==> src/rtl/txbm_pkg.sv <==
package txbm_pkg;
  localparam int FLD_W  = 4;
  localparam int PRIO_W = 3;

  localparam logic [FLD_W-1:0] ST_EMPTY = 4'd1;
  localparam logic [FLD_W-1:0] ST_READY = 4'd2;
  localparam logic [FLD_W-1:0] ST_TXOK  = 4'd4;
  localparam logic [FLD_W-1:0] ST_ERROR = 4'd5;
  localparam logic [FLD_W-1:0] ST_ABORT = 4'd6;

  // Fixed evaluation chain: abort, then set-ready, then set-empty.
  function automatic logic [FLD_W-1:0] apply_cmd(
    input logic [FLD_W-1:0] cur,
    input logic             do_abort,
    input logic             do_ready,
    input logic             do_empty
  );
    logic [FLD_W-1:0] s;
    s = cur;
    if (do_abort && s == ST_READY) s = ST_ABORT;
    if (do_ready && (s == ST_TXOK || s == ST_ERROR || s == ST_ABORT || s == ST_EMPTY))
      s = ST_READY;
    if (do_empty && (s == ST_TXOK || s == ST_ERROR || s == ST_ABORT))
      s = ST_EMPTY;
    return s;
  endfunction
endpackage

==> src/rtl/txbm_buf.sv <==
module txbm_buf
  import txbm_pkg::*;
(
  input  logic             clk,
  input  logic             rst_n,
  input  logic             cmd_hit,
  input  logic             cmd_abort,
  input  logic             cmd_ready,
  input  logic             cmd_empty,
  input  logic             locked,
  input  logic             done_hit,
  output logic [FLD_W-1:0] state
);
  logic [FLD_W-1:0] state_nxt;
  logic             state_en;

  always_comb begin
    state_en  = done_hit | (cmd_hit & ~locked);
    state_nxt = state;
    if (done_hit)
      state_nxt = ST_TXOK;
    else if (cmd_hit && !locked)
      state_nxt = apply_cmd(state, cmd_abort, cmd_ready, cmd_empty);
  end

  always_ff @(posedge clk or negedge rst_n) begin
    if (!rst_n)
      state <= ST_EMPTY;
    else if (state_en)
      state <= state_nxt;
  end

  // only defined codes ever appear
  a_r2_legal_code: assert property (@(posedge clk) disable iff (!rst_n)
    (state == ST_EMPTY || state == ST_READY || state == ST_TXOK ||
     state == ST_ERROR || state == ST_ABORT));

  // buffer in flight holds its state until completion
  a_r8_locked_hold: assert property (@(posedge clk) disable iff (!rst_n)
    (locked && !done_hit) |=> $stable(state));

  // completion lands in TransmittedOK
  a_r7_done_txok: assert property (@(posedge clk) disable iff (!rst_n)
    done_hit |=> (state == ST_TXOK));
endmodule

==> src/rtl/txbm_arb.sv <==
module txbm_arb
  import txbm_pkg::*;
#(
  parameter int NBUF  = 4,
  parameter int IDX_W = (NBUF > 1) ? $clog2(NBUF) : 1
) (
  input  logic [NBUF*FLD_W-1:0] states,
  input  logic [NBUF*FLD_W-1:0] prios,
  output logic                  found,
  output logic [IDX_W-1:0]      win_idx
);
  logic [PRIO_W-1:0] best;

  always_comb begin
    found   = 1'b0;
    win_idx = '0;
    best    = '0;
    for (int i = 0; i < NBUF; i++) begin
      if (states[i*FLD_W +: FLD_W] == ST_READY &&
          prios[i*FLD_W +: PRIO_W] > best) begin
        best    = prios[i*FLD_W +: PRIO_W];
        win_idx = IDX_W'(i);
        found   = 1'b1;
      end
    end
  end
endmodule

==> src/rtl/txbm_seq.sv <==
module txbm_seq #(
  parameter int IDX_W = 2,
  parameter int CNT_W = 16
) (
  input  logic             clk,
  input  logic             rst_n,
  input  logic             ctrl_en,
  input  logic             found,
  input  logic [IDX_W-1:0] win_idx,
  input  logic             tx_done,
  input  logic             cnt_clr,
  output logic             busy,
  output logic [IDX_W-1:0] cur_idx,
  output logic             tx_start,
  output logic             finish,
  output logic [CNT_W-1:0] count,
  output logic             irq_txdone,
  output logic             irq_bufchg
);
  logic             launch;
  logic             busy_nxt;
  logic [CNT_W-1:0] count_nxt;
  logic             count_en;

  always_comb begin
    launch    = ctrl_en & ~busy & found;
    finish    = busy & tx_done;
    busy_nxt  = launch ? 1'b1 : (finish ? 1'b0 : busy);
    count_en  = cnt_clr | finish;
    count_nxt = cnt_clr ? '0 : count + CNT_W'(1);
  end

  always_ff @(posedge clk or negedge rst_n) begin
    if (!rst_n) begin
      busy       <= 1'b0;
      tx_start   <= 1'b0;
      irq_txdone <= 1'b0;
      irq_bufchg <= 1'b0;
    end else begin
      busy       <= busy_nxt;
      tx_start   <= launch;
      irq_txdone <= finish;
      irq_bufchg <= finish;
    end
  end

  always_ff @(posedge clk or negedge rst_n) begin
    if (!rst_n)
      cur_idx <= '0;
    else if (launch)
      cur_idx <= win_idx;
  end

  always_ff @(posedge clk or negedge rst_n) begin
    if (!rst_n)
      count <= '0;
    else if (count_en)
      count <= count_nxt;
  end

  // nothing starts while disabled
  a_r5_no_start_disabled: assert property (@(posedge clk) disable iff (!rst_n)
    (!ctrl_en && !busy) |=> !tx_start);

  // a transmission in flight blocks any new start
  a_r6_busy_blocks: assert property (@(posedge clk) disable iff (!rst_n)
    (busy && !tx_done) |=> (!tx_start && busy));

  // completion advances the counter by one
  a_r7_count_step: assert property (@(posedge clk) disable iff (!rst_n)
    (finish && !cnt_clr) |=> (count == $past(count) + CNT_W'(1)));

  // completion raises the interrupt pulses
  a_r7_irq_pulse: assert property (@(posedge clk) disable iff (!rst_n)
    finish |=> (irq_txdone && irq_bufchg));

  // clear forces zero
  a_r10_clear: assert property (@(posedge clk) disable iff (!rst_n)
    cnt_clr |=> (count == '0));
endmodule

==> src/rtl/txbuf_mgr.sv <==
module txbuf_mgr
  import txbm_pkg::*;
#(
  parameter int NBUF  = 4,
  parameter int CNT_W = 16,
  localparam int IDX_W = (NBUF > 1) ? $clog2(NBUF) : 1,
  localparam int WRD_W = NBUF * FLD_W
) (
  input  logic             clk,
  input  logic             rst_n,
  input  logic             ctrl_en,
  input  logic             cmd_valid,
  input  logic [NBUF-1:0]  cmd_sel,
  input  logic             cmd_abort,
  input  logic             cmd_ready,
  input  logic             cmd_empty,
  input  logic             cmd_cnt_clr,
  input  logic             prio_wr,
  input  logic [WRD_W-1:0] prio_wdata,
  output logic             tx_start,
  output logic [IDX_W-1:0] tx_idx,
  input  logic             tx_done,
  output logic [WRD_W-1:0] buf_state,
  output logic [CNT_W-1:0] tx_frames,
  output logic             irq_txdone,
  output logic             irq_bufchg,
  output logic             txnf,
  output logic             idle
);
  logic [WRD_W-1:0] prio_q;
  logic             cmd_live;
  logic             cnt_clr;
  logic             found;
  logic [IDX_W-1:0] win_idx;
  logic             busy;
  logic             finish;
  logic [NBUF-1:0]  empty_vec;

  always_ff @(posedge clk or negedge rst_n) begin
    if (!rst_n)
      prio_q <= '0;
    else if (prio_wr)
      prio_q <= prio_wdata;
  end

  assign cmd_live = cmd_valid & ctrl_en;
  assign cnt_clr  = cmd_live & cmd_cnt_clr;

  for (genvar g = 0; g < NBUF; g++) begin : g_buf
    logic lock_g;
    logic done_g;
    assign lock_g = busy & (tx_idx == IDX_W'(g));
    assign done_g = finish & (tx_idx == IDX_W'(g));

    txbm_buf u_buf (
      .clk       (clk),
      .rst_n     (rst_n),
      .cmd_hit   (cmd_live & cmd_sel[g]),
      .cmd_abort (cmd_abort),
      .cmd_ready (cmd_ready),
      .cmd_empty (cmd_empty),
      .locked    (lock_g),
      .done_hit  (done_g),
      .state     (buf_state[g*FLD_W +: FLD_W])
    );

    assign empty_vec[g] = (buf_state[g*FLD_W +: FLD_W] == ST_EMPTY);
  end

  txbm_arb #(.NBUF(NBUF), .IDX_W(IDX_W)) u_arb (
    .states  (buf_state),
    .prios   (prio_q),
    .found   (found),
    .win_idx (win_idx)
  );

  txbm_seq #(.IDX_W(IDX_W), .CNT_W(CNT_W)) u_seq (
    .clk        (clk),
    .rst_n      (rst_n),
    .ctrl_en    (ctrl_en),
    .found      (found),
    .win_idx    (win_idx),
    .tx_done    (tx_done),
    .cnt_clr    (cnt_clr),
    .busy       (busy),
    .cur_idx    (tx_idx),
    .tx_start   (tx_start),
    .finish     (finish),
    .count      (tx_frames),
    .irq_txdone (irq_txdone),
    .irq_bufchg (irq_bufchg)
  );

  assign txnf = |empty_vec;
  assign idle = ~busy;

  // a started buffer is Ready with a nonzero priority
  a_r6_start_ready: assert property (@(posedge clk) disable iff (!rst_n)
    tx_start |-> (buf_state[tx_idx*FLD_W +: FLD_W] == ST_READY &&
                  prio_q[tx_idx*FLD_W +: PRIO_W] != '0 && !idle));

  // no Ready candidate with nonzero priority means no start next cycle
  a_r3_no_candidate: assert property (@(posedge clk) disable iff (!rst_n)
    !found |=> !tx_start);
endmodule

==> config.mk <==
export PLATFORM = sky130hd
export DESIGN_NAME = txbuf_mgr
export DESIGN_NICKNAME = d
export VERILOG_FILES = /design/src/rtl/txbm_pkg.sv /design/src/rtl/txbm_buf.sv /design/src/rtl/txbm_arb.sv /design/src/rtl/txbm_seq.sv /design/src/rtl/txbuf_mgr.sv
export SDC_FILE = /design/constraint.sdc
export NUM_CORES = 1
export LEC_CHECK = 0
export BUFFER_PORTS_ARGS = -buffer_cell sky130_fd_sc_hd__buf_4
export CELL_PAD_IN_SITES_DETAIL_PLACEMENT = 1
export CELL_PAD_IN_SITES_GLOBAL_PLACEMENT = 2
export CORE_MARGIN = 1.5
export CORE_UTILIZATION = 35
export DETAILED_ROUTE_END_ITERATION = 16
export HOLD_SLACK_MARGIN = 0.03
export PLACE_DENSITY = 0.86
export RECOVER_POWER = 25
export SKIP_LAST_GASP = 1
export SLEW_MARGIN = 20
export SYNTH_ARGS = -nofsm -noshare
export SYNTH_HDL_FRONTEND = slang
export SYNTH_SLANG_ARGS = --single-unit
==> constraint.sdc <==
create_clock -name clk -period 9 [get_ports clk]
set_input_delay 1.35 -clock clk [delete_from_list [all_inputs] [get_ports clk]]
set_output_delay 1.35 -clock clk [all_outputs]
set_load 0.02 [all_outputs]
---- Yosys cells after proc, flatten, opt, wreduce, memory -nomap -nowiden ----
Index checks and enable logic that the tools add are counted.
storage, ports and cells
  register bits after elaboration ......... 52
  output and inout bits ................... 39
cells by class
  bitwise logic cells ..................... 31
  order comparisons ....................... 4
  add/sub/neg operators ................... 1
  reductions and logical operators ........ 55
  muxes and demuxes ....................... 49
  equality and inequality tests ........... 39
operators by type and width
  cell                                                 count
  2-to-1 mux 4 bit                                     36
  equality test 4 x 3 -> 1 bit, second input constant  24
  equality test 4 x 1 -> 1 bit, second input constant  8
  bitwise AND 1 bit                                    21
  logical AND 1 bit                                    20
  logical OR 1 bit                                     20
  adder 16 x 1 -> 16 bit, second input constant        1
  equality test 4 x 2 -> 1 bit, second input constant  4
  2-to-1 mux 16 bit                                    1
  nonzero test 2 bit                                   5
  > comparator 3 bit                                   3
  2-to-1 mux 3 bit                                     3
  AND reduction 2 bit                                  4
  2-to-1 mux 1 bit                                     7
  NOT 1 bit                                            5
  bitwise OR 1 bit                                     5
  equality test 2 bit, second input constant           2
  zero test 1 bit                                      4
  2-to-1 mux 2 bit                                     2
  OR reduction 4 bit                                   1
  > comparator 3 x 1 -> 1 bit, second input constant   1
  equality test 2 x 1 -> 1 bit, second input constant  1
  zero test 2 bit                                      1

---- Logic depth before layout (Yosys ltp) ----
Gate-level depths: netlist (run 1).
  word-level depth ........................ 21
  mapped depth ............................ 19
  depth with buffers taken out ............ 19

---- By module ----
From an unflattened synthesis (run 1), not the netlist that was laid out.
unflattened totals
  cell total of the unflattened synthesis .. 295
  area, all modules ....................... 2,990.4 um^2
modules (own cells, without submodules)
  module     seq. area each (um^2)  area an instance (um^2)  cells each  instances
  txbm_seq   525.5                  991.0                    96          1
  txbm_buf   101.3                  219.0                    24          4
  txbuf_mgr  400.4                  732.0                    53          1
  txbm_arb   0.0                    391.6                    50          1

---- Least setup slack after synthesis (run 1) ----
OpenSTA, ideal clock, no wires.
  path kind ............................... register -> register
  start point ............................. reg g_buf[0].u_buf.state[3]
  end point ............................... reg u_seq.busy
  setup slack ............................. 4,676 ps
  path buffers ............................ 0
  setup time .............................. 124 ps
  data arrival time ....................... 4,200 ps
  clock period less this slack ............ 4,324 ps
  stages on the path, launching flop included .. 19
  data required time ...................... 8,876 ps
  cells stage by stage .................... dfrtp_1 -> nor4b_1 -> nand2_1 -> ha_1 -> and3b_1 -> o211a_1 -> nor2_1 -> a21oi_1 -> ha_1 -> a21oi_1 -> o21ai_0 -> nand2_1 -> mux2_2 -> ha_1 -> nor2b_1 -> o21ai_0 -> a21oi_1 -> o41a_2 -> o21bai_1
on the way
  word-level cells in the longest chain between the ends .. 14
  elaborated cells on any way between the ends .. 18
  classes of those cells .................. order compare: 3; eq/ne: 1; mux: 8; bitwise: 1; reduce/logical: 5
RTL lines
  item                            RTL line        source
  from (decl)                     txbm_buf.sv:12  output logic [FLD_W-1:0] state
  from (signal assigned)          txbm_buf.sv:30  state <= state_nxt;
  equality test 4 x 2 -> 1 bit *  txbm_arb.sv:19  if (states[i*FLD_W +: FLD_W] == ST_READY &&
  logical AND 1 bit *             txbm_arb.sv:19
  2-to-1 mux 3 bit                txbm_arb.sv:19
  > comparator 3 bit              txbm_arb.sv:20  prios[i*FLD_W +: PRIO_W] > best) begin
  logical AND 1 bit               txbm_arb.sv:19
  2-to-1 mux 3 bit                txbm_arb.sv:19
  > comparator 3 bit              txbm_arb.sv:20
  logical AND 1 bit               txbm_arb.sv:19
  2-to-1 mux 3 bit                txbm_arb.sv:19
  > comparator 3 bit              txbm_arb.sv:20
  logical AND 1 bit               txbm_arb.sv:19
  2-to-1 mux 1 bit *              txbm_arb.sv:19
  bitwise AND 1 bit *             txbm_seq.sv:26  launch = ctrl_en & ~busy & found;
  2-to-1 mux 1 bit *              txbm_seq.sv:28  busy_nxt = launch ? 1'b1 : (finish ? 1'b0 : busy);
  via u_seq.busy_nxt              txbm_seq.sv:21  logic busy_nxt;
  to (signal assigned)            txbm_seq.sv:40  busy <= busy_nxt;
  to (decl)                       txbm_seq.sv:12  output logic busy,
Mark *: on every way through the listed nets, which the timed path passes. The rest lies on a longest branch.
A chain may end at the register's enable or synchronous reset.

---- Worst setup path in the final report (run 1) ----
Same ends and word-level chain as after synthesis.

==> results of run 1 <==
## sequential cells by signal, summed over array words and instances, names as in the netlist
register	cells
u_seq.cur_idx	2
u_seq.tx_start	1
u_seq.busy	1
u_seq.count	16
prio_q	12
g_buf.u_buf.state	16
u_seq.irq_txdone	1
## through the flow
| step | power (mW) | cell area (um2) | std cells | util | hold slack, ps |
|---|---|---|---|---|---|
| after floorplan | 0.564 | 2720 | 280 | - | 487 |
| after global placement | 0.698 | 3290 | 436 | 0.447 | 517 |
| after detailed placement | 0.711 | 3290 | 436 | 0.447 | 521 |
| after CTS | 0.877 | 3410 | 444 | 0.462 | 540 |
| after global routing | 0.930 | 3400 | 444 | 0.461 | 567 |
| final | 0.865 | 3400 | 444 | 0.461 | 538 |
## metal layers
metal  vias up  wire (um)
met5         -          0
met4         0         68
met3         7        201
met2        37       3190
met1      1146       3270
li1       1136          -
## power breakdown
group / internal [mW] / total (mW) / switching, mW
logic: 0.165 / 0.352 / 0.187
clock network: 0.0907 / 0.164 / 0.0732
registers: 0.271 / 0.349 / 0.0782
## final cells by class
| class | count | area (um2) | share of cell area |
|---|---|---|---|
| clock buffers | 7 | 86.3 | 0.0254 |
| clock inverters | 1 | 30.0 | 0.00883 |
| inverters | 12 | 45.0 | 0.0132 |
| multi-input cells | 212 | 1410 | 0.415 |
| flip-flops and latches | 49 | 1230 | 0.362 |
| well taps | 99 | 124 | 0.0364 |
| repair buffers | 64 | 473 | 0.139 |
## cell families (layout without fill, tap and decap cells)
family | Yosys count | after routing | share of synthesized area
xor+xnor | 12 | 12 | 0.0387
fa+ha+maj | 10 | 10 | 0.0461
simple gates | 116 | 116 | 0.240
compound gates | 59 | 59 | 0.135
mux | 15 | 15 | 0.0599
buf+inv | 19 | 84 | 0.0276
flops | 49 | 49 | 0.453
## placed cells by master (no fill, tap or decap), types with 2 or more instances in the layout
| master | Yosys | layout |
|---|---|---|
| clkbuf_8 | 0 | 6 |
| or3_1 | 3 | 3 |
| inv_1 | 12 | 12 |
| buf_4 | 1 | 62 |
| nand2b_1 | 3 | 3 |
| nand4_1 | 5 | 5 |
| o22ai_1 | 3 | 3 |
| nor3_1 | 2 | 2 |
| xor2_1 | 7 | 7 |
| nor2_1 | 24 | 24 |
| and3_1 | 3 | 3 |
| o21bai_1 | 2 | 2 |
| a21oi_1 | 20 | 20 |
| a22o_1 | 2 | 2 |
| o211ai_1 | 2 | 2 |
| a21boi_0 | 2 | 2 |
| mux2_2 | 10 | 10 |
| nand3_1 | 10 | 10 |
| dfstp_2 | 4 | 4 |
| and2_1 | 8 | 8 |
| o21ai_0 | 15 | 15 |
| a31oi_1 | 2 | 2 |
| ha_1 | 10 | 10 |
| nor2b_1 | 4 | 4 |
| nand3b_1 | 5 | 5 |
| dfrtp_1 | 45 | 45 |
| clkbuf_1 | 6 | 3 |
| nand2_1 | 30 | 30 |
| nor4b_1 | 5 | 5 |
| a21o_1 | 3 | 3 |
| xnor2_1 | 5 | 5 |
| mux2i_1 | 5 | 5 |
| and4_1 | 3 | 3 |
## cell usage after synthesis (all sizes together) (3+ instances only)
| master | count | area (um2) |
|---|---|---|
| dfrtp | 45 | 1130 |
| nand2 | 30 | 113 |
| nor2 | 24 | 90.1 |
| a21oi | 20 | 100 |
| o21ai | 15 | 75.1 |
| inv | 12 | 45.0 |
| ha | 10 | 125 |
| mux2 | 10 | 113 |
| nand3 | 10 | 50.1 |
| and2 | 9 | 57.6 |
| xor2 | 7 | 61.3 |
| clkbuf | 6 | 22.5 |
| nand4 | 6 | 52.6 |
| nor4b | 6 | 58.8 |
| mux2i | 5 | 50.1 |
| nand3b | 5 | 37.5 |
| xnor2 | 5 | 43.8 |
| and4 | 4 | 37.5 |
| dfstp | 4 | 105 |
| nor2b | 4 | 25.0 |
| a21o | 3 | 22.5 |
| and3 | 3 | 18.8 |
| nand2b | 3 | 18.8 |
| o22ai | 3 | 18.8 |
| or3 | 3 | 18.8 |
## worst paths after layout
check / cells after the start / end
worst min-delay path: 1 / prio_q[14]$_DFFE_PN0P_
min in group asynchronous: 1 / u_seq.count[12]$_DFFE_PN0P_
max in group asynchronous: 1 / prio_q[12]$_DFFE_PN0P_
worst min register to register: 1 / prio_q[14]$_DFFE_PN0P_
worst max register to register: 18 / u_seq.busy$_DFFE_PN0P_
worst max-delay path: 18 / u_seq.busy$_DFFE_PN0P_
==> summary.md, run 1 <==
| Metric | Value |
|---|---|
| Nets | `384` |
| Buf+Inv Stages, Crit Path | `0` |
| Synth Cell Area | `2720 um2` |
| Routing usage on met1 | `0.238` |
| CP max stage cell | `nor4b_1` |
| GR Util met3 | `0.0302` |
| RD Place Congestion | `0.808` |
| RSZ-0062 raised after global routing | `false` |
| CTS clock-pin slew for the worst setup and hold paths | `90 ps` |
| Critical Path Fanout Max | `8` |
| First DRT Iteration DRCs | `68` |
| Synthesized instance count | `280` |
| Clock skew | `8.33 ps` |
| Cell family with most CP delay | `compound AO/OA/AOI/OAI gates` |
| Number of enable flip-flop cells after synthesis | `0` |
| Setup ws final | `4060 ps` |
| Fin crit share | `0.549` |
| Vias | `2326` |
| Antenna violations before repair | `0` |
| Num ports | `69` |
| Placed wire-length estimate | `5.07 mm` |
| R2R Setup Slk | `4060 ps` |
| Number of buffers created by CTS | `5` |
| First-pass GRT wire length | `11.7 mm` |
| Longest Clk Path Bufs | `2` |
| DRC violation count after routing | `0` |
| H-tree Lvls | `2` |
| Number of global-route vias before repair | `2335` |
| Worst-Margin Slew | `2570 ps` |
| Die ar. | `8300 um2` |
| Status | `finished with violations` |
| Die height | `91.1 um` |
| CP Launch Type | `register` |
| Hold Crit Class | `reg2reg` |
| Effective utilization at floorplan | `0.369` |
| Critical Path AT | `5130 ps` |
| Antenna cells | `0` |
| Syn. warnings | `0` |
| CORE AREA | `7370 um2` |
| Layer with the highest usage | `met2` |
| Leakage | `1.61 nW` |
| Critical-path cell list | `nor4b_1, nand2_1, ha_1, and3b_1, o211a_1, nor2_1, a21oi_1, ha_1, a21oi_1, o21ai_0, nand2_1, mux2_2, ha_1, nor2b_1, o21ai_0, a21oi_1, o41a_2, o21bai_1` |
| Fin. Hold Viols | `0` |
| Critical Path Source | `g_buf[0].u_buf.state[3]$_DFFE_PN0P_` |
| Worst skew pair latency | `300 ps` |
| CP Class | `reg2reg` |
| GR Layer Usage met2 | `0.287` |
| Largest net degree at the start of global routing | `50` |
| Violated checks | `max-capacitance violations, max-slew violations` |
| Synth Net Count | `320` |
| Routed WL | `6.73 mm` |
| Max Freq | `202 MHz` |
| Crit path time final | `4940 ps` |
| Mean Syn Cell Area | `9.70 um2` |
| Sequential-to-total area share from yosys stat | `0.453` |
| Total GRT Usage | `0.174` |
| Pre-CTS WS | `4000 ps` |
| TNS Setup | `0 ps` |
| Clock tree from TritonCTS | `yes` |
| Slew Limit Fails | `50` |
| Setup Buffers After CTS | `0` |
| Root Buffer | `clkbuf_8` |
| Post-CTS Hold Fix Bufs | `0` |
| Critical Path RT | `9190 ps` |
| Max cap viols | `1` |
| Fill cells | `876` |
| I/O Buffers | `64` |
| Avg WL per Cell | `15.2 um` |
| Yosys reg bits | `49` |
| Layout cells sized above 1 | `0.261` |
| Ys flop type | `dfrtp_1` |
| Vias per std cell | `5.24` |
| Area growth syn-to-layout | `25.1%` |
| Die width | `91.1 um` |
| Count of clock tree sinks | `49` |
| DR pass1 iterations | `4` |
| Final ANT Viol Nets | `0` |
| Worst r2r src | `g_buf[0].u_buf.state[3]$_DFFE_PN0P_` |
| Distinct cell type count after synthesis | `51` |
| FFs w/ async S/R, synth | `1.00` |
| Hold Crit Start | `prio_q[14]$_DFFE_PN0P_` |
| Setup violations, final | `0` |
| Grt ovf | `0` |
| Post_cts resized | `0` |
| PwrDens | `255 nW/um2` |
| Site row count | `31` |
| Crit-path max cell delay | `690 ps` |
| Worst relative slew slack | `-0.711` |
| Crit. End Element | `register` |
| VDD IR max | `0.000118 V` |
Power figures use the tool's default switching activity.
==> run 2, diff against run 1 <==
--- a/config.mk
+++ b/config.mk
@@ -9,10 +9,10 @@
 export CELL_PAD_IN_SITES_DETAIL_PLACEMENT = 1
 export CELL_PAD_IN_SITES_GLOBAL_PLACEMENT = 2
 export CORE_MARGIN = 1.5
-export CORE_UTILIZATION = 35
+export CORE_UTILIZATION = 32
 export DETAILED_ROUTE_END_ITERATION = 16
 export HOLD_SLACK_MARGIN = 0.03
-export PLACE_DENSITY = 0.86
+export PLACE_DENSITY = 0.79
 export RECOVER_POWER = 25
 export SKIP_LAST_GASP = 1
 export SLEW_MARGIN = 20
==> constraint.sdc (replaced) <==
create_clock -name clk -period 4.9 [get_ports clk]
set_input_delay 0.735 -clock clk [delete_from_list [all_inputs] [get_ports clk]]
set_output_delay 0.735 -clock clk [all_outputs]
set_load 0.02 [all_outputs]
==> summary.md, run 2 (synthesis gave the netlist of run 1 again) <==
| Metric | Value |
|---|---|
| Violated checks | `max-capacitance violations, max-slew violations (unchanged)` |
| Setup Buffers After CTS | `0 (unchanged)` |
| Critical-path cell list | `nor4b_4, buf_4, nand2_1, ha_1, and3b_1, o211a_4, a21oi_1, ha_1, a21oi_1, o21ai_0, nand2_1, mux2_2, ha_1, nor2b_1, o21ai_0, a21oi_1, o41a_2, o21bai_1 (was nor4b_1, nand2_1, ha_1, and3b_1, o211a_1, nor2_1, a21oi_1, ha_1, a21oi_1, o21ai_0, nand2_1, mux2_2, ha_1, nor2b_1, o21ai_0, a21oi_1, o41a_2, o21bai_1)` |
| Layout cells sized above 1 | `0.275 (was 0.261)` |
| Fill cells | `980 (was 876)` |
| Routed WL | `6.81 mm (was 6.73 mm)` |
| Sequential Power Share | `0.415 (was 0.403)` |
| Post-CTS Hold Fix Bufs | `0 (unchanged)` |
| Total GRT Usage | `0.163 (was 0.174)` |
| Post_cts resized | `0 (unchanged)` |
| Sw frac | `0.411 (was 0.392)` |
| Die height | `95.1 um (was 91.1 um)` |
| Internal | `0.915 mW (was 0.526 mW)` |
| TNS Setup | `0 ps (unchanged)` |
| Most frequent cells in the layout | `buf_4 (63), dfrtp_1 (44), nand2_1 (30), nor2_1 (24), a21oi_1 (20) (was buf_4 (62), dfrtp_1 (45), nand2_1 (30), nor2_1 (24), a21oi_1 (20))` |
| Sw power | `0.639 mW (was 0.339 mW)` |
| Die ar. | `9050 um2 (was 8300 um2)` |
| Critical Path RT | `5090 ps (was 9190 ps)` |
| Worst skew pair latency | `300 ps (about the same)` |
| Hold Crit Class | `reg2reg (unchanged)` |
| First-pass GRT wire length | `11.4 mm (was 11.7 mm)` |
| DRC violation count after routing | `0 (unchanged)` |
| End point of the critical path | `u_seq.busy$_DFFE_PN0P_ (unchanged)` |
| VDD IR max | `0.000184 V (was 0.000118 V)` |
| CTS clock-pin slew for the worst setup and hold paths | `90 ps (about the same)` |
| Crit. End Element | `register (unchanged)` |
| H-tree Lvls | `2 (unchanged)` |
| Num ports | `69 (unchanged)` |
| Clock power frac | `0.156 (was 0.189)` |
| Largest net degree at the start of global routing | `50 (unchanged)` |
| Worst R2R End | `u_seq.busy$_DFFE_PN0P_ (unchanged)` |
| RSZ-0062 raised after global routing | `false (unchanged)` |
| WHS | `534 ps (was 538 ps)` |
| Effective utilization at floorplan | `0.331 (was 0.369)` |
| Fin. Hold Viols | `0 (unchanged)` |
| Longest Clk Path Bufs | `2 (unchanged)` |
| Fin crit share | `0.910 (was 0.549)` |
| FF+latch area | `1230 um2 (about the same)` |
| Vias per std cell | `5.12 (was 5.24)` |
| Leakage | `1.60 nW (was 1.61 nW)` |
| Max cap viols | `1 (unchanged)` |
| Placed wire-length estimate | `5.14 mm (was 5.07 mm)` |
| Critical Path Fanout Max | `8 (unchanged)` |
| Worst relative slew slack | `-0.726 (was -0.711)` |
| Setup ws final | `443 ps (was 4060 ps)` |
| Top flop regs | `g_buf.u_buf.state (16), u_seq.count (16), prio_q (12) (unchanged)` |
| Combinational Power Share | `0.429 (was 0.407)` |
| I/O Buffers | `64 (unchanged)` |
| CP Launch Type | `register (unchanged)` |
| CP Class | `reg2reg (unchanged)` |
| Final ANT Viol Nets | `0 (unchanged)` |
| First DRT Iteration DRCs | `48 (was 68)` |
| PwrDens | `455 nW/um2 (was 255 nW/um2)` |
| Pre-CTS WS | `212 ps (was 4000 ps)` |
| DR pass1 iterations | `4 (unchanged)` |
| Site row count | `33 (was 31)` |
| Fin util | `0.415 (was 0.461)` |
| Antenna violations before repair | `0 (unchanged)` |
| Clock skew | `3.25 ps (was 8.33 ps)` |
| Antenna cells | `0 (unchanged)` |
| Root Buffer | `clkbuf_8 (unchanged)` |
| Crit-path max cell delay | `470 ps (was 690 ps)` |
| Grt ovf | `0 (unchanged)` |
| Worst-Margin Slew | `2590 ps (was 2570 ps)` |
| Die width | `95.1 um (was 91.1 um)` |
| Most common cell after layout, fill and taps aside | `buf_4 (unchanged)` |
| Vias | `2307 (was 2326)` |
| Area of the multi-input gates | `1430 um2 (was 1410 um2)` |
| RD Place Congestion | `0.786 (was 0.808)` |
| Count of clock tree sinks | `49 (unchanged)` |
| Clock tree from TritonCTS | `yes (unchanged)` |
| Reg2Reg Depth | `18 (unchanged)` |
| Number of buffers created by CTS | `5 (unchanged)` |
| CORE AREA | `8220 um2 (was 7370 um2)` |
| Worst r2r src | `g_buf[0].u_buf.state[3]$_DFFE_PN0P_ (unchanged)` |
| Crit path time final | `4460 ps (was 4940 ps)` |
| Critical Path Source | `g_buf[0].u_buf.state[3]$_DFFE_PN0P_ (unchanged)` |
| Nets | `385 (was 384)` |
| Max Freq | `224 MHz (was 202 MHz)` |
| Status | `finished with violations (unchanged)` |
| Number of global-route vias before repair | `2303 (was 2335)` |
| R2R Setup Slk | `440 ps (was 4060 ps)` |
| CP max stage cell | `dfrtp_2 (was nor4b_1)` |
| Critical Path AT | `4650 ps (was 5130 ps)` |
| Area growth syn-to-layout | `25.6% (was 25.1%)` |
| Avg WL per Cell | `15.1 um (was 15.2 um)` |
| Slew Limit Fails | `50 (unchanged)` |
| Setup violations, final | `0 (unchanged)` |
[run 2: final cells by class]
| cell class | instances | share of cell area |
|---|---|---|
| tap | 105 | 0.0385 |
| sequential | 49 | 0.361 |
| clock inverter | 3 | 0.00623 |
| multi-input combinational | 212 | 0.420 |
| inverter | 12 | 0.0132 |
| timing repair buffer | 65 | 0.141 |
| clock buffer | 5 | 0.0202 |
[run 2: worst min-delay path by stage]
stage	startpoint	endpoint	slack (ps)	depth (start not counted)
after floorplan	rst_n	g_buf[0].u_buf.state[1]$_DFFE_PN0P_	440	0
after global placement	g_buf[0].u_buf.state[0]$_DFFE_PN1P_	g_buf[0].u_buf.state[0]$_DFFE_PN1P_	510	2
after detailed placement	g_buf[0].u_buf.state[0]$_DFFE_PN1P_	g_buf[0].u_buf.state[0]$_DFFE_PN1P_	520	2
after CTS	rst_n	u_seq.count[12]$_DFFE_PN0P_	460	1
after global routing	prio_q[14]$_DFFE_PN0P_	prio_q[14]$_DFFE_PN0P_	560	1
final	prio_q[14]$_DFFE_PN0P_	prio_q[14]$_DFFE_PN0P_	530	1
[run 2: through the flow]
step           area, um2  power (mW)  std cells
2_1_floorplan       2720        1.04        280
3_3_place_gp        3310        1.30        443
3_5_place_dp        3310        1.31        443
4_1_cts             3400        1.56        451
5_1_grt             3410        1.68        451
6_report            3410        1.55        451
[run 2: routing by layer]
metal | wire [um] | track usage
met1 | 3160 | 0.214
met2 | 3380 | 0.272
met3 | 190 | 0.0327
met4 | 73 | 0.0410
met5 | 0 | 0
[run 2: power groups by stage]
stage | logic (mW) | registers, mW | clock network (mW)
after floorplan | 0.346 | 0.690 | 0
after global placement | 0.647 | 0.649 | 0
after detailed placement | 0.666 | 0.648 | 0
after CTS | 0.668 | 0.642 | 0.255
after global routing | 0.743 | 0.669 | 0.271
final | 0.666 | 0.644 | 0.243
[run 2: worst max-delay path, delay by kind of cell (launching register included)]
kind                       cells  cell delay [ps]
muxes                          1              350
AOI/OAI and AO/OA              8             1640
buffers and inverters          1              170
DFF                            1              470
and+or+nand+nor                5              840
adders and majority gates      3              880
==> run 3, diff against run 2 <==
--- a/config.mk
+++ b/config.mk
@@ -12,7 +12,7 @@
 export CORE_UTILIZATION = 32
 export DETAILED_ROUTE_END_ITERATION = 16
 export HOLD_SLACK_MARGIN = 0.03
-export PLACE_DENSITY = 0.79
+export PLACE_DENSITY_LB_ADDON = 0.08
 export RECOVER_POWER = 25
 export SKIP_LAST_GASP = 1
 export SLEW_MARGIN = 20
==> summary.md, run 3 (synthesis gave the netlist of run 1 again) <==
| Metric | Value |
|---|---|
| Top flop regs | `g_buf.u_buf.state (16), u_seq.count (16), prio_q (12) (unchanged)` |
| Antenna cells | `0 (unchanged)` |
| DRC violation count after routing | `0 (unchanged)` |
| I/O Buffers | `64 (unchanged)` |
| Violated checks | `max-capacitance violations, max-slew violations (unchanged)` |
| Fin. Hold Viols | `0 (unchanged)` |
| Worst skew pair latency | `300 ps (about the same)` |
| Leakage | `1.61 nW (was 1.60 nW)` |
| Hold Crit Class | `reg2reg (unchanged)` |
| Routed WL | `7.00 mm (was 6.81 mm)` |
| Die width | `95.1 um (unchanged)` |
| Critical Path RT | `5090 ps (about the same)` |
| Clock skew | `6.85 ps (was 3.25 ps)` |
| Vias per std cell | `5.12 (about the same)` |
| Layout cells sized above 1 | `0.271 (was 0.275)` |
| Most common cell after layout, fill and taps aside | `buf_4 (unchanged)` |
| Setup violations, final | `0 (unchanged)` |
| Fin cells | `452 (was 451)` |
| RD Place Congestion | `0.803 (was 0.786)` |
| Placed insts | `444 (was 443)` |
| PwrDens | `458 nW/um2 (was 455 nW/um2)` |
| H-tree Lvls | `2 (unchanged)` |
| Reg2Reg Depth | `18 (unchanged)` |
| Setup Buffers After CTS | `0 (unchanged)` |
| Avg WL per Cell | `15.5 um (was 15.1 um)` |
| Root Buffer | `clkbuf_8 (unchanged)` |
| Vias | `2315 (was 2307)` |
| Placed wire-length estimate | `5.23 mm (was 5.14 mm)` |
| CTS clock-pin slew for the worst setup and hold paths | `90 ps (about the same)` |
| Die height | `95.1 um (unchanged)` |
| Worst-Margin Slew | `2680 ps (was 2590 ps)` |
| Antenna violations before repair | `0 (unchanged)` |
| CORE AREA | `8220 um2 (unchanged)` |
| Slew Limit Fails | `50 (unchanged)` |
| Worst relative slew slack | `-0.789 (was -0.726)` |
| Area growth syn-to-layout | `25.4% (was 25.6%)` |
| Final ANT Viol Nets | `0 (unchanged)` |
| Longest Clk Path Bufs | `2 (unchanged)` |
| Count of clock tree sinks | `49 (unchanged)` |
| Fin crit share | `0.931 (was 0.910)` |
| Effective utilization at floorplan | `0.331 (unchanged)` |
| VDD IR max | `0.000166 V (was 0.000184 V)` |
| Most frequent cells in the layout | `buf_4 (64), dfrtp_1 (45), nand2_1 (30), nor2_1 (24), a21oi_1 (20) (was buf_4 (63), dfrtp_1 (44), nand2_1 (30), nor2_1 (24), a21oi_1 (20))` |
| Crit. End Element | `register (unchanged)` |
| Nets | `386 (was 385)` |
| Critical Path AT | `4760 ps (was 4650 ps)` |
| Clock tree from TritonCTS | `yes (unchanged)` |
| Die ar. | `9050 um2 (unchanged)` |
| Status | `finished with violations (unchanged)` |
| CP Class | `reg2reg (unchanged)` |
| First-pass GRT wire length | `12.0 mm (was 11.4 mm)` |
| Max cap viols | `1 (unchanged)` |
| First DRT Iteration DRCs | `55 (was 48)` |
| Num ports | `69 (unchanged)` |
| Fill cells | `971 (was 980)` |
| RSZ-0062 raised after global routing | `false (unchanged)` |
| DR pass1 iterations | `5 (was 4)` |
| Total GRT Usage | `0.170 (was 0.163)` |
| Number of buffers created by CTS | `5 (unchanged)` |
| Critical Path Fanout Max | `8 (unchanged)` |
| CP Launch Type | `register (unchanged)` |
| Crit path time final | `4560 ps (was 4460 ps)` |
| Largest net degree at the start of global routing | `50 (unchanged)` |
| Grt ovf | `0 (unchanged)` |
| Max Freq | `219 MHz (was 224 MHz)` |
| Hold Path Depth | `2 (was 1)` |
| TNS Setup | `0 ps (unchanged)` |
| Number of global-route vias before repair | `2401 (was 2303)` |
| Site row count | `33 (unchanged)` |
==> run 3: final cells by class <==
cell class / count / area (um2) / share of cell area
Clock buffer: 7 / 96.3 / 0.0283
Clock inverter: 1 / 5.00 / 0.00147
Inverter: 12 / 45.0 / 0.0132
Multi-Input combinational cell: 212 / 1410 / 0.414
Sequential cell: 49 / 1230 / 0.361
Tap cell: 105 / 131 / 0.0386
Timing Repair Buffer: 66 / 488 / 0.143
==> run 3: where the power goes <==
part / switching [mW] / internal [mW] / leakage [nW] / total [mW]
clock network: 0.138 / 0.128 / 0.0542 / 0.266
registers: 0.140 / 0.497 / 0.625 / 0.637
logic: 0.348 / 0.308 / 0.929 / 0.657
==> run 3: timing repair <==
item                                    in CTS  in global routing
endpoints found under the setup margin       0                  1
hold buffers                                 0                  0
resized for setup                            0                  1
==> run 3: critical path, cell delays in order (launching register included) <==
cell and delay (ps):
dfrtp_1 470, nor4b_1 300, buf_4 190, nand2_1 80
ha_1 310, and3b_1 190, o211a_2 320, a21oi_1 220
ha_1 290, a21oi_1 160, o21ai_0 120, nand2_1 160
mux2_2 350, ha_1 280, nor2b_1 130, o21ai_0 140
a21oi_1 130, o41a_2 460, o21bai_1 160
==> run 3: path summary, 6_finish.rpt <==
kind,slack (ps),to,startpoint
setup / recovery,340,u_seq.busy$_DFFE_PN0P_,g_buf[0].u_buf.state[2]$_DFFE_PN0P_
hold / removal,530,g_buf[2].u_buf.state[0]$_DFFE_PN1P_,g_buf[2].u_buf.state[0]$_DFFE_PN1P_
setup reg to reg,340,u_seq.busy$_DFFE_PN0P_,g_buf[0].u_buf.state[2]$_DFFE_PN0P_
hold reg to reg,530,g_buf[2].u_buf.state[0]$_DFFE_PN1P_,g_buf[2].u_buf.state[0]$_DFFE_PN1P_
max in group asynchronous,2110,u_seq.cur_idx[1]$_DFFE_PN0P_,rst_n
min in group asynchronous,1270,u_seq.count[11]$_DFFE_PN0P_,rst_n
==> run 3: stage by stage <==
| step | setup slack [ps] | utilization | total power, mW | instance area (um2) | hold slack [ps] |
|---|---|---|---|---|---|
| floorplan | 576 | - | 1.04 | 2720 | 439 |
| global placement | 395 | 0.403 | 1.29 | 3310 | 508 |
| detailed placement | 295 | 0.403 | 1.31 | 3310 | 520 |
| CTS | 291 | 0.416 | 1.58 | 3410 | 476 |
| global route | 17.6 | 0.415 | 1.69 | 3410 | 570 |
| finish | 339 | 0.415 | 1.56 | 3410 | 533 |
==> run 3: routing by layer <==
metal  share of wire  track usage
met5               0            0
met3           0.034       0.0295
met1            0.48        0.226
met4          0.0090       0.0410
met2            0.48        0.286
